$ cat config.mk
export PLATFORM = sky130hd
export DESIGN_NAME = spis_target
export DESIGN_NICKNAME = d
export VERILOG_FILES = /design/src/rtl/spis_pkg.sv /design/src/rtl/spis_sync.sv /design/src/rtl/spis_decode.sv /design/src/rtl/spis_target.sv
export SDC_FILE = /design/constraint.sdc
export NUM_CORES = 1
export LEC_CHECK = 0
export BUFFER_PORTS_ARGS = -buffer_cell sky130_fd_sc_hd__buf_2
export CAP_MARGIN = 0
export CORE_MARGIN = 1.5
export CORE_UTILIZATION = 53
export CTS_BUF_LIST = sky130_fd_sc_hd__clkbuf_2
export DETAILED_ROUTE_END_ITERATION = 10
export GPL_ROUTABILITY_DRIVEN = 0
export PLACE_DENSITY = 0.71
export SETUP_SLACK_MARGIN = 0.5
export SLEW_MARGIN = 30
export SYNTH_ARGS = -nofsm -noshare
export SYNTH_HDL_FRONTEND = slang
export SYNTH_SLANG_ARGS = --single-unit
$ cat constraint.sdc
create_clock -name clk -period 10.9 [get_ports clk]
set_input_delay 1.635 -clock clk [delete_from_list [all_inputs] [get_ports clk]]
set_output_delay 1.635 -clock clk [all_outputs]
set_load 0.05 [all_outputs]
$ cat src/rtl/spis_pkg.sv
package spis_pkg;
  typedef enum logic [1:0] {
    OP_WRSTA = 2'd0,
    OP_WRBUF = 2'd1,
    OP_RDBUF = 2'd2,
    OP_RDSTA = 2'd3
  } spis_op_e;

  typedef enum logic [2:0] {
    ST_CMD   = 3'd0,
    ST_ADDR  = 3'd1,
    ST_DUMMY = 3'd2,
    ST_DATA  = 3'd3,
    ST_END   = 3'd4
  } spis_st_e;

  function automatic logic op_has_addr(spis_op_e op);
    return (op == OP_WRBUF) || (op == OP_RDBUF);
  endfunction

  function automatic logic op_is_read(spis_op_e op);
    return (op == OP_RDBUF) || (op == OP_RDSTA);
  endfunction
endpackage

$ cat src/rtl/spis_sync.sv
module spis_sync #(
  parameter int W = 3,
  parameter int STAGES = 2,
  parameter logic [W-1:0] RST_VAL = '0
) (
  input  logic         clk,
  input  logic         rst_n,
  input  logic [W-1:0] d_i,
  output logic [W-1:0] q_o
);
  logic [W-1:0] pipe [STAGES];

  always_ff @(posedge clk or negedge rst_n) begin
    if (!rst_n) begin
      for (int i = 0; i < STAGES; i++) pipe[i] <= RST_VAL;
    end else begin
      pipe[0] <= d_i;
      for (int i = 1; i < STAGES; i++) pipe[i] <= pipe[i-1];
    end
  end

  assign q_o = pipe[STAGES-1];
endmodule

$ cat src/rtl/spis_decode.sv
module spis_decode
  import spis_pkg::*;
#(
  parameter int NUM_OPS = 4
) (
  input  logic [7:0]           code_i,
  input  logic                 prog_en_i,
  input  logic [NUM_OPS*8-1:0] prog_codes_i,
  output logic                 hit_o,
  output spis_op_e             op_o
);
  logic [NUM_OPS-1:0] match;

  // One comparator per operation; fixed code of operation k is k+1.
  for (genvar k = 0; k < NUM_OPS; k++) begin : g_cmp
    logic [7:0] want;
    assign want     = prog_en_i ? prog_codes_i[8*k +: 8] : 8'(k + 1);
    assign match[k] = (code_i == want);
  end

  // Lowest-numbered operation wins when codes collide.
  always_comb begin
    hit_o = |match;
    op_o  = OP_WRSTA;
    for (int k = NUM_OPS - 1; k >= 0; k--) begin
      if (match[k]) op_o = spis_op_e'(k[1:0]);
    end
  end
endmodule

$ cat src/rtl/spis_target.sv
module spis_target
  import spis_pkg::*;
#(
  parameter int BUF_BYTES   = 32,
  parameter int STAT_W      = 32,
  parameter int CNT_W       = 4,
  parameter int SYNC_STAGES = 2
) (
  input  logic              clk,
  input  logic              rst_n,
  input  logic              spi_sclk,
  input  logic              spi_cs_n,
  input  logic              spi_mosi,
  output logic              spi_miso,
  input  logic              cmd_prog_en,
  input  logic [31:0]       cmd_codes_i,
  input  logic [3:0]        dummy_en_i,
  input  logic [31:0]       dummy_len_i,
  input  logic [5:0]        wrbuf_alen_i,
  input  logic [5:0]        rdbuf_alen_i,
  input  logic [23:0]       wrbuf_dlen_i,
  input  logic [23:0]       rdbuf_dlen_i,
  input  logic              sta_sel_wr_i,
  input  logic [STAT_W-1:0] rd_status_i,
  input  logic [4:0]        int_en_i,
  output logic [4:0]        irq_o,
  output logic [STAT_W-1:0] wr_status_o,
  output logic [7:0]        last_cmd_o,
  output logic [CNT_W-1:0]  op_count_o
);
  localparam int ADDR_W   = $clog2(BUF_BYTES);
  localparam int BUF_BITS = BUF_BYTES * 8;
  localparam int PTR_W    = ADDR_W + 3;
  localparam int LEN_W    = 24;
  localparam int SW       = $clog2(STAT_W);

  // Stream bit k of a transfer starting at byte 'start' (MSB first per byte).
  function automatic logic [PTR_W-1:0] buf_index(input logic [ADDR_W-1:0] start,
                                                 input logic [LEN_W-1:0] k);
    logic [ADDR_W-1:0] byte_n;
    byte_n = start + k[ADDR_W+2:3];
    return {byte_n, ~k[2:0]};
  endfunction

  // ---------------- pin synchronisation and edges ----------------
  logic sclk_s, cs_s, mosi_s, sclk_d;
  spis_sync #(.W(3), .STAGES(SYNC_STAGES), .RST_VAL(3'b010)) u_sync (
    .clk(clk), .rst_n(rst_n),
    .d_i({spi_sclk, spi_cs_n, spi_mosi}),
    .q_o({sclk_s, cs_s, mosi_s})
  );
  logic rise_w, fall_w;
  assign rise_w = sclk_s & ~sclk_d & ~cs_s;
  assign fall_w = ~sclk_s & sclk_d & ~cs_s;

  // ---------------- state ----------------
  spis_st_e          state_q;
  spis_op_e          op_q;
  logic [LEN_W-1:0]  cnt_q;
  logic [STAT_W-1:0] sh_q;
  logic [ADDR_W-1:0] addr_q;
  logic [BUF_BITS-1:0] buf_q;
  logic [STAT_W-1:0] wr_status_q;
  logic              miso_q;
  logic [7:0]        last_cmd_q;
  logic [CNT_W-1:0]  op_count_q;
  logic [4:0]        irq_q;

  // ---------------- opcode decode ----------------
  logic [7:0] cmd_byte;
  logic       dec_hit;
  spis_op_e   dec_op;
  assign cmd_byte = {sh_q[6:0], mosi_s};
  spis_decode #(.NUM_OPS(4)) u_dec (
    .code_i(cmd_byte), .prog_en_i(cmd_prog_en), .prog_codes_i(cmd_codes_i),
    .hit_o(dec_hit), .op_o(dec_op)
  );

  // Settings of the operation being entered (CMD) or running (other states).
  spis_op_e         sel_op;
  logic [LEN_W-1:0] cur_alen, cur_dlen, cur_dum_len;
  logic             cur_dum_en;
  always_comb begin
    sel_op      = (state_q == ST_CMD) ? dec_op : op_q;
    cur_dum_en  = dummy_en_i[sel_op];
    cur_dum_len = LEN_W'(dummy_len_i[{sel_op, 3'b000} +: 8]);
    cur_alen    = (sel_op == OP_WRBUF) ? LEN_W'(wrbuf_alen_i) : LEN_W'(rdbuf_alen_i);
    case (sel_op)
      OP_WRBUF: cur_dlen = wrbuf_dlen_i;
      OP_RDBUF: cur_dlen = rdbuf_dlen_i;
      default:  cur_dlen = LEN_W'(STAT_W - 1);
    endcase
  end

  // Completion events, one per operation plus "any".
  logic       done_op;
  logic [4:0] done_vec;
  assign done_op = rise_w && (state_q == ST_DATA) && (cnt_q == cur_dlen);
  for (genvar k = 0; k < 4; k++) begin : g_done
    assign done_vec[k] = done_op && (op_q == spis_op_e'(k));
  end
  assign done_vec[4] = done_op;

  // Outgoing bit for the current data position.
  logic [STAT_W-1:0] rsta_src;
  logic [SW-1:0]     sidx;
  logic              rd_bit;
  assign rsta_src = sta_sel_wr_i ? wr_status_q : rd_status_i;
  assign sidx     = SW'(STAT_W - 1) - cnt_q[SW-1:0];
  assign rd_bit   = (op_q == OP_RDBUF) ? buf_q[buf_index(addr_q, cnt_q)] : rsta_src[sidx];

  spis_st_e after_addr;
  assign after_addr = cur_dum_en ? ST_DUMMY : ST_DATA;

  always_ff @(posedge clk or negedge rst_n) begin
    if (!rst_n) begin
      state_q <= ST_CMD;      op_q <= OP_WRSTA;  cnt_q <= '0;
      sh_q <= '0;             addr_q <= '0;      buf_q <= '0;
      wr_status_q <= '0;      miso_q <= 1'b0;    last_cmd_q <= '0;
      op_count_q <= '0;       irq_q <= '0;       sclk_d <= 1'b0;
    end else begin
      sclk_d <= sclk_s;
      irq_q  <= done_vec & int_en_i;
      if (cs_s) begin
        state_q <= ST_CMD;
        cnt_q   <= '0;
        miso_q  <= 1'b0;
      end else begin
        if (rise_w) begin
          case (state_q)
            ST_CMD: begin
              sh_q <= {sh_q[STAT_W-2:0], mosi_s};
              if (cnt_q == LEN_W'(7)) begin
                last_cmd_q <= cmd_byte;
                cnt_q      <= '0;
                addr_q     <= '0;
                op_q       <= dec_op;
                if (!dec_hit)                 state_q <= ST_END;
                else if (op_has_addr(dec_op)) state_q <= ST_ADDR;
                else                          state_q <= after_addr;
              end else cnt_q <= cnt_q + LEN_W'(1);
            end
            ST_ADDR: begin
              addr_q <= {addr_q[ADDR_W-2:0], mosi_s};
              if (cnt_q == cur_alen) begin
                cnt_q <= '0;  state_q <= after_addr;
              end else cnt_q <= cnt_q + LEN_W'(1);
            end
            ST_DUMMY: begin
              if (cnt_q == cur_dum_len) begin
                cnt_q <= '0;  state_q <= ST_DATA;
              end else cnt_q <= cnt_q + LEN_W'(1);
            end
            ST_DATA: begin
              sh_q <= {sh_q[STAT_W-2:0], mosi_s};
              if (op_q == OP_WRBUF) buf_q[buf_index(addr_q, cnt_q)] <= mosi_s;
              if (done_op) begin
                state_q    <= ST_END;
                op_count_q <= op_count_q + CNT_W'(1);
                if (op_q == OP_WRSTA) wr_status_q <= {sh_q[STAT_W-2:0], mosi_s};
              end else cnt_q <= cnt_q + LEN_W'(1);
            end
            default: ;
          endcase
        end
        if (fall_w) miso_q <= (state_q == ST_DATA) && op_is_read(op_q) && rd_bit;
      end
    end
  end

  assign spi_miso    = miso_q;
  assign irq_o       = irq_q;
  assign wr_status_o = wr_status_q;
  assign last_cmd_o  = last_cmd_q;
  assign op_count_o  = op_count_q;

  // ---------------- assertions ----------------
  assert_abort_clean_R12: assert property (@(posedge clk) disable iff (!rst_n)
    cs_s |=> (state_q == ST_CMD) && !irq_q[4]);

  assert_miso_edge_R1: assert property (@(posedge clk) disable iff (!rst_n)
    !$stable(miso_q) |-> $past(fall_w || cs_s));

  assert_miso_quiet_R14: assert property (@(posedge clk) disable iff (!rst_n)
    (miso_q && !$past(fall_w)) |-> $past(miso_q));

  assert_one_done_R10: assert property (@(posedge clk) disable iff (!rst_n)
    $onehot0(done_vec[3:0]));

  assert_irq_enabled_R10: assert property (@(posedge clk) disable iff (!rst_n)
    (irq_q & ~$past(int_en_i)) == 5'b0);

  assert_count_on_done_R11: assert property (@(posedge clk) disable iff (!rst_n)
    !$stable(op_count_q) |-> $past(done_vec[4]));

  assert_status_commit_R8: assert property (@(posedge clk) disable iff (!rst_n)
    !$stable(wr_status_q) |-> $past(done_vec[0]));

  assert_unknown_idle_R13: assert property (@(posedge clk) disable iff (!rst_n)
    (state_q == ST_END) |=> !done_vec[4]);
endmodule

==> results.cfg <==
[status]
status = complete, no violations

[drt]
antenna_left = 0
viasPerCell = 5.94
wl_per_cell_um = 21.0
first_iter_violations = 1281
first_pass_iters = 7
finalWirelength_mm = 54.5
num_vias = 15401
drc_errors = 0

[floorplan]
die_w_um = 202
core_area_um2 = 38800
rows = 72
dieArea_um2 = 40800
initial_utilization = 0.541
die_h_um = 202
io-pin-count = 222

[power]
seqPwrFrac = 0.532
p_leak_nw = 10.8
p_switching_mw = 0.833
peakVddDrop_mv = 0.0537
power.density_nw_per_um2 = 120
switching_share = 0.297
intPower_mw = 1.97
p_comb_frac = 0.129
pwr-share-clk = 0.339

[sta]
worst_pin_slew_ps = 1030
fin_crit_sh = 0.574
slew_viol_final = 0
setup_viol = 0
min_period_ps = 6260
finClkSkew_ps = 54.3
tns_ps = 0
maxSlewHeadroom = 0.309
rsz0062_at_grt = false
timing.final.hold_violations = 0
clock.fmax_ghz = 0.160
fin_ws_ps = 4640

[cts]
cts_tree = yes
root_buffer = clkbuf_2
cts_made_buffers = 94
cts.sinks = 378
ctsHoldBuffers = 0
clock_path_buffers = 3
htreeDepth = 3
cts_resized = 0
clkLatencyLatePin_ps = 980
cts_setup_buffers = 0
cts.clk_slew.worst_paths_ps = 110

[worst_setup_path]
slowest_stage = nand3_2
crit_fanout = 42
worst_path_largest_cell_delay_ps = 760
worstSetupEndpointType = register
cp.required_ps = 11720
critical_path.cell_chain = buf_2 > or3b_1 > o22ai_1 > a2bb2oi_1 > o211ai_1 > a21oi_4 > inv_2 > ha_1 > a22oi_1 > nor2b_1 > nor2_1 > o32a_1 > or3_1 > nor3_1 > nand3_2 > mux2_2
crit_arrival_ps = 7070
startpoint_type = input pin
critPathKind = in2reg

[place]
dp_hpwl_mm = 35.8
dp_slack_ps = 3760
port_buffers = 221

[synth]
synth_edf_count = 0
postSynthAreaPerCell_um2 = 11.7
synth_warnings = 0
syn-num-nets = 1983
synth_seq_cells = 378
ys_seq_area_frac = 0.451
netlist-cell-type-count = 78
syn_area_um2 = 21000
async_flop_share = 1.00
syn_inst = 1799
ys.flop_type = dfrtp_1

[global_routing]
grt_pass1_wl_mm = 86.0
grt_overflow_total = 0
grt_usage = 0.269
antenna_found_initial = 2
grt_max_degree = 133
grt_pass1_vias = 15746

[min_path]
min_path_type = reg2reg

[finish]
area_delta_synth_final_pct = 11.1
nets = 2193
final_util = 0.601
drive_above_1_share = 0.414

[flow_run]
drv_cap = 0
==> kinds of logic (layout without fill, tap and decap cells) <==
kind of cell    Yosys count  count (layout)  synth area share
simple gates            565             565             0.120
mux                     469             469             0.307
flops                   378             378             0.451
compound gates          152             152            0.0545
buf+inv                 148             421            0.0297
xor+xnor                 75              75            0.0313
fa+ha+maj                12              12           0.00751
other cells               0               2                 0
==> through the flow <==
stage	std cells	instance area [um2]	total power [mW]	hold slack [ps]
5_1_grt	2592	23300	2.96	366
4_1_cts	2590	23300	2.84	338
3_3_place_gp	2430	22400	1.87	336
2_1_floorplan	1799	21000	1.75	331
6_report	2592	23300	2.80	350
3_5_place_dp	2431	22500	1.88	346
==> critical path: cells and delay by family <==
family	cells	cell delay, ps
compound gates	6	1720
fa+ha+maj	1	500
buf+inv	2	600
mux	1	570
simple gates	6	1990
==> Yosys cell counts, types with 4 or more instances <==
master | count | area share
clkbuf_1 | 94 | 0.017
mux2_2 | 332 | 0.18
nand2_1 | 202 | 0.036
a221oi_1 | 5 | 0.0021
dfrtp_1 | 376 | 0.45
or3_1 | 7 | 0.0021
nand3_1 | 36 | 0.0086
nor4bb_1 | 9 | 0.0043
nand4_1 | 23 | 0.0069
mux4_2 | 106 | 0.11
o21bai_1 | 7 | 0.0025
buf_2 | 9 | 0.0021
buf_4 | 7 | 0.0025
ha_1 | 11 | 0.0066
o21ai_0 | 23 | 0.0055
nor2_1 | 201 | 0.036
xnor2_1 | 49 | 0.020
a22o_1 | 10 | 0.0042
a32oi_1 | 9 | 0.0038
o32ai_1 | 4 | 0.0017
buf_6 | 4 | 0.0021
mux2i_1 | 31 | 0.015
a21o_1 | 7 | 0.0025
nor4_1 | 9 | 0.0027
nand2b_1 | 14 | 0.0042
nor2b_1 | 10 | 0.0030
a21oi_1 | 26 | 0.0062
a22oi_1 | 19 | 0.0068
xor2_1 | 26 | 0.011
a31oi_1 | 5 | 0.0015
nor3_1 | 27 | 0.0064
buf_1 | 17 | 0.0030
and2_1 | 7 | 0.0021
inv_1 | 15 | 0.0027
==> cell usage in the layout (no fill, tap or decap), drive strengths merged, types with 4 or more instances in the layout <==
cell type / Yosys / layout
nand3: 36 / 36
buf: 37 / 245
a32oi: 9 / 9
nor2: 202 / 202
a2bb2oi: 4 / 4
mux4: 106 / 106
o21ai: 25 / 25
xnor2: 49 / 49
mux2i: 31 / 31
nand2b: 14 / 14
clkinv: 1 / 26
a22oi: 20 / 20
nor3: 27 / 27
ha: 11 / 11
a31oi: 6 / 6
o21bai: 7 / 7
clkbuf: 94 / 130
nand2: 202 / 202
xor2: 26 / 26
a21o: 7 / 7
nor4bb: 9 / 9
mux2: 332 / 332
nor4: 9 / 9
a22o: 10 / 10
a221oi: 5 / 5
inv: 16 / 17
nand4: 23 / 23
o32ai: 4 / 4
dfrtp: 376 / 376
and2: 7 / 7
a21oi: 27 / 27
or3: 7 / 7
nor2b: 10 / 10
==> worst paths after layout <==
| kind | depth (start not counted) | slack [ps] | to | start |
|---|---|---|---|---|
| worst min-delay path | 0 | 350 | u_sync.q_o[1]$_DFF_PN1_ | u_sync.pipe[4]$_DFF_PN1_ |
| min in group asynchronous | 1 | 700 | op_q[0]$_DFFE_PN0P_ | rst_n |
| worst max register to register | 15 | 5000 | wr_status_o[16]$_DFFE_PN0P_ | u_sync.q_o[0]$_DFF_PN0_ |
| worst min register to register | 0 | 350 | u_sync.q_o[1]$_DFF_PN1_ | u_sync.pipe[4]$_DFF_PN1_ |
| max in group asynchronous | 3 | 8670 | buf_q[147]$_DFFE_PN0P_ | rst_n |
| worst max-delay path | 16 | 4640 | wr_status_o[16]$_DFFE_PN0P_ | cmd_prog_en |
==> final cells by class <==
| cell class | instances | area (um2) |
|---|---|---|
| clock inverter | 29 | 190 |
| multi-input combinational | 1273 | 11000 |
| inverter | 17 | 63.8 |
| sequential | 378 | 9470 |
| antenna | 2 | 5.00 |
| clock buffer | 130 | 651 |
| fill | 3171 | 15500 |
| tap | 518 | 648 |
| timing repair buffer | 245 | 1340 |
==> sequential cells by signal, indices dropped and copies added (netlist names) <==
signal,count
u_sync.pipe,3
u_sync.q_o,3
sclk_d,1
buf_q,256
addr_q,5
sh_q,31
op_count_o,4
irq_o,5
spi_miso,1
op_q,2
wr_status_o,32
state_q,3
cnt_q,24
last_cmd_o,8
==> power by group through the flow <==
stage / Clock (mW) / Sequential, mW / Combinational [mW]
2_1_floorplan: 0 / 1.46 / 0.284
3_3_place_gp: 0 / 1.52 / 0.352
3_5_place_dp: 0 / 1.52 / 0.361
4_1_cts: 0.984 / 1.49 / 0.362
5_1_grt: 1.07 / 1.50 / 0.393
6_report: 0.951 / 1.49 / 0.361
==> layer usage <==
| layer | share of wire | vias to the layer above | wire [um] | global-route usage |
|---|---|---|---|---|
| li1 | - | 6981 | - | - |
| met1 | 0.41 | 7766 | 22500 | 0.350 |
| met2 | 0.48 | 558 | 26400 | 0.438 |
| met3 | 0.073 | 96 | 3980 | 0.0600 |
| met4 | 0.031 | 0 | 1670 | 0.108 |
| met5 | 0 | - | 0 | 0 |
Note: power is estimated with default switching activity, not from simulation.
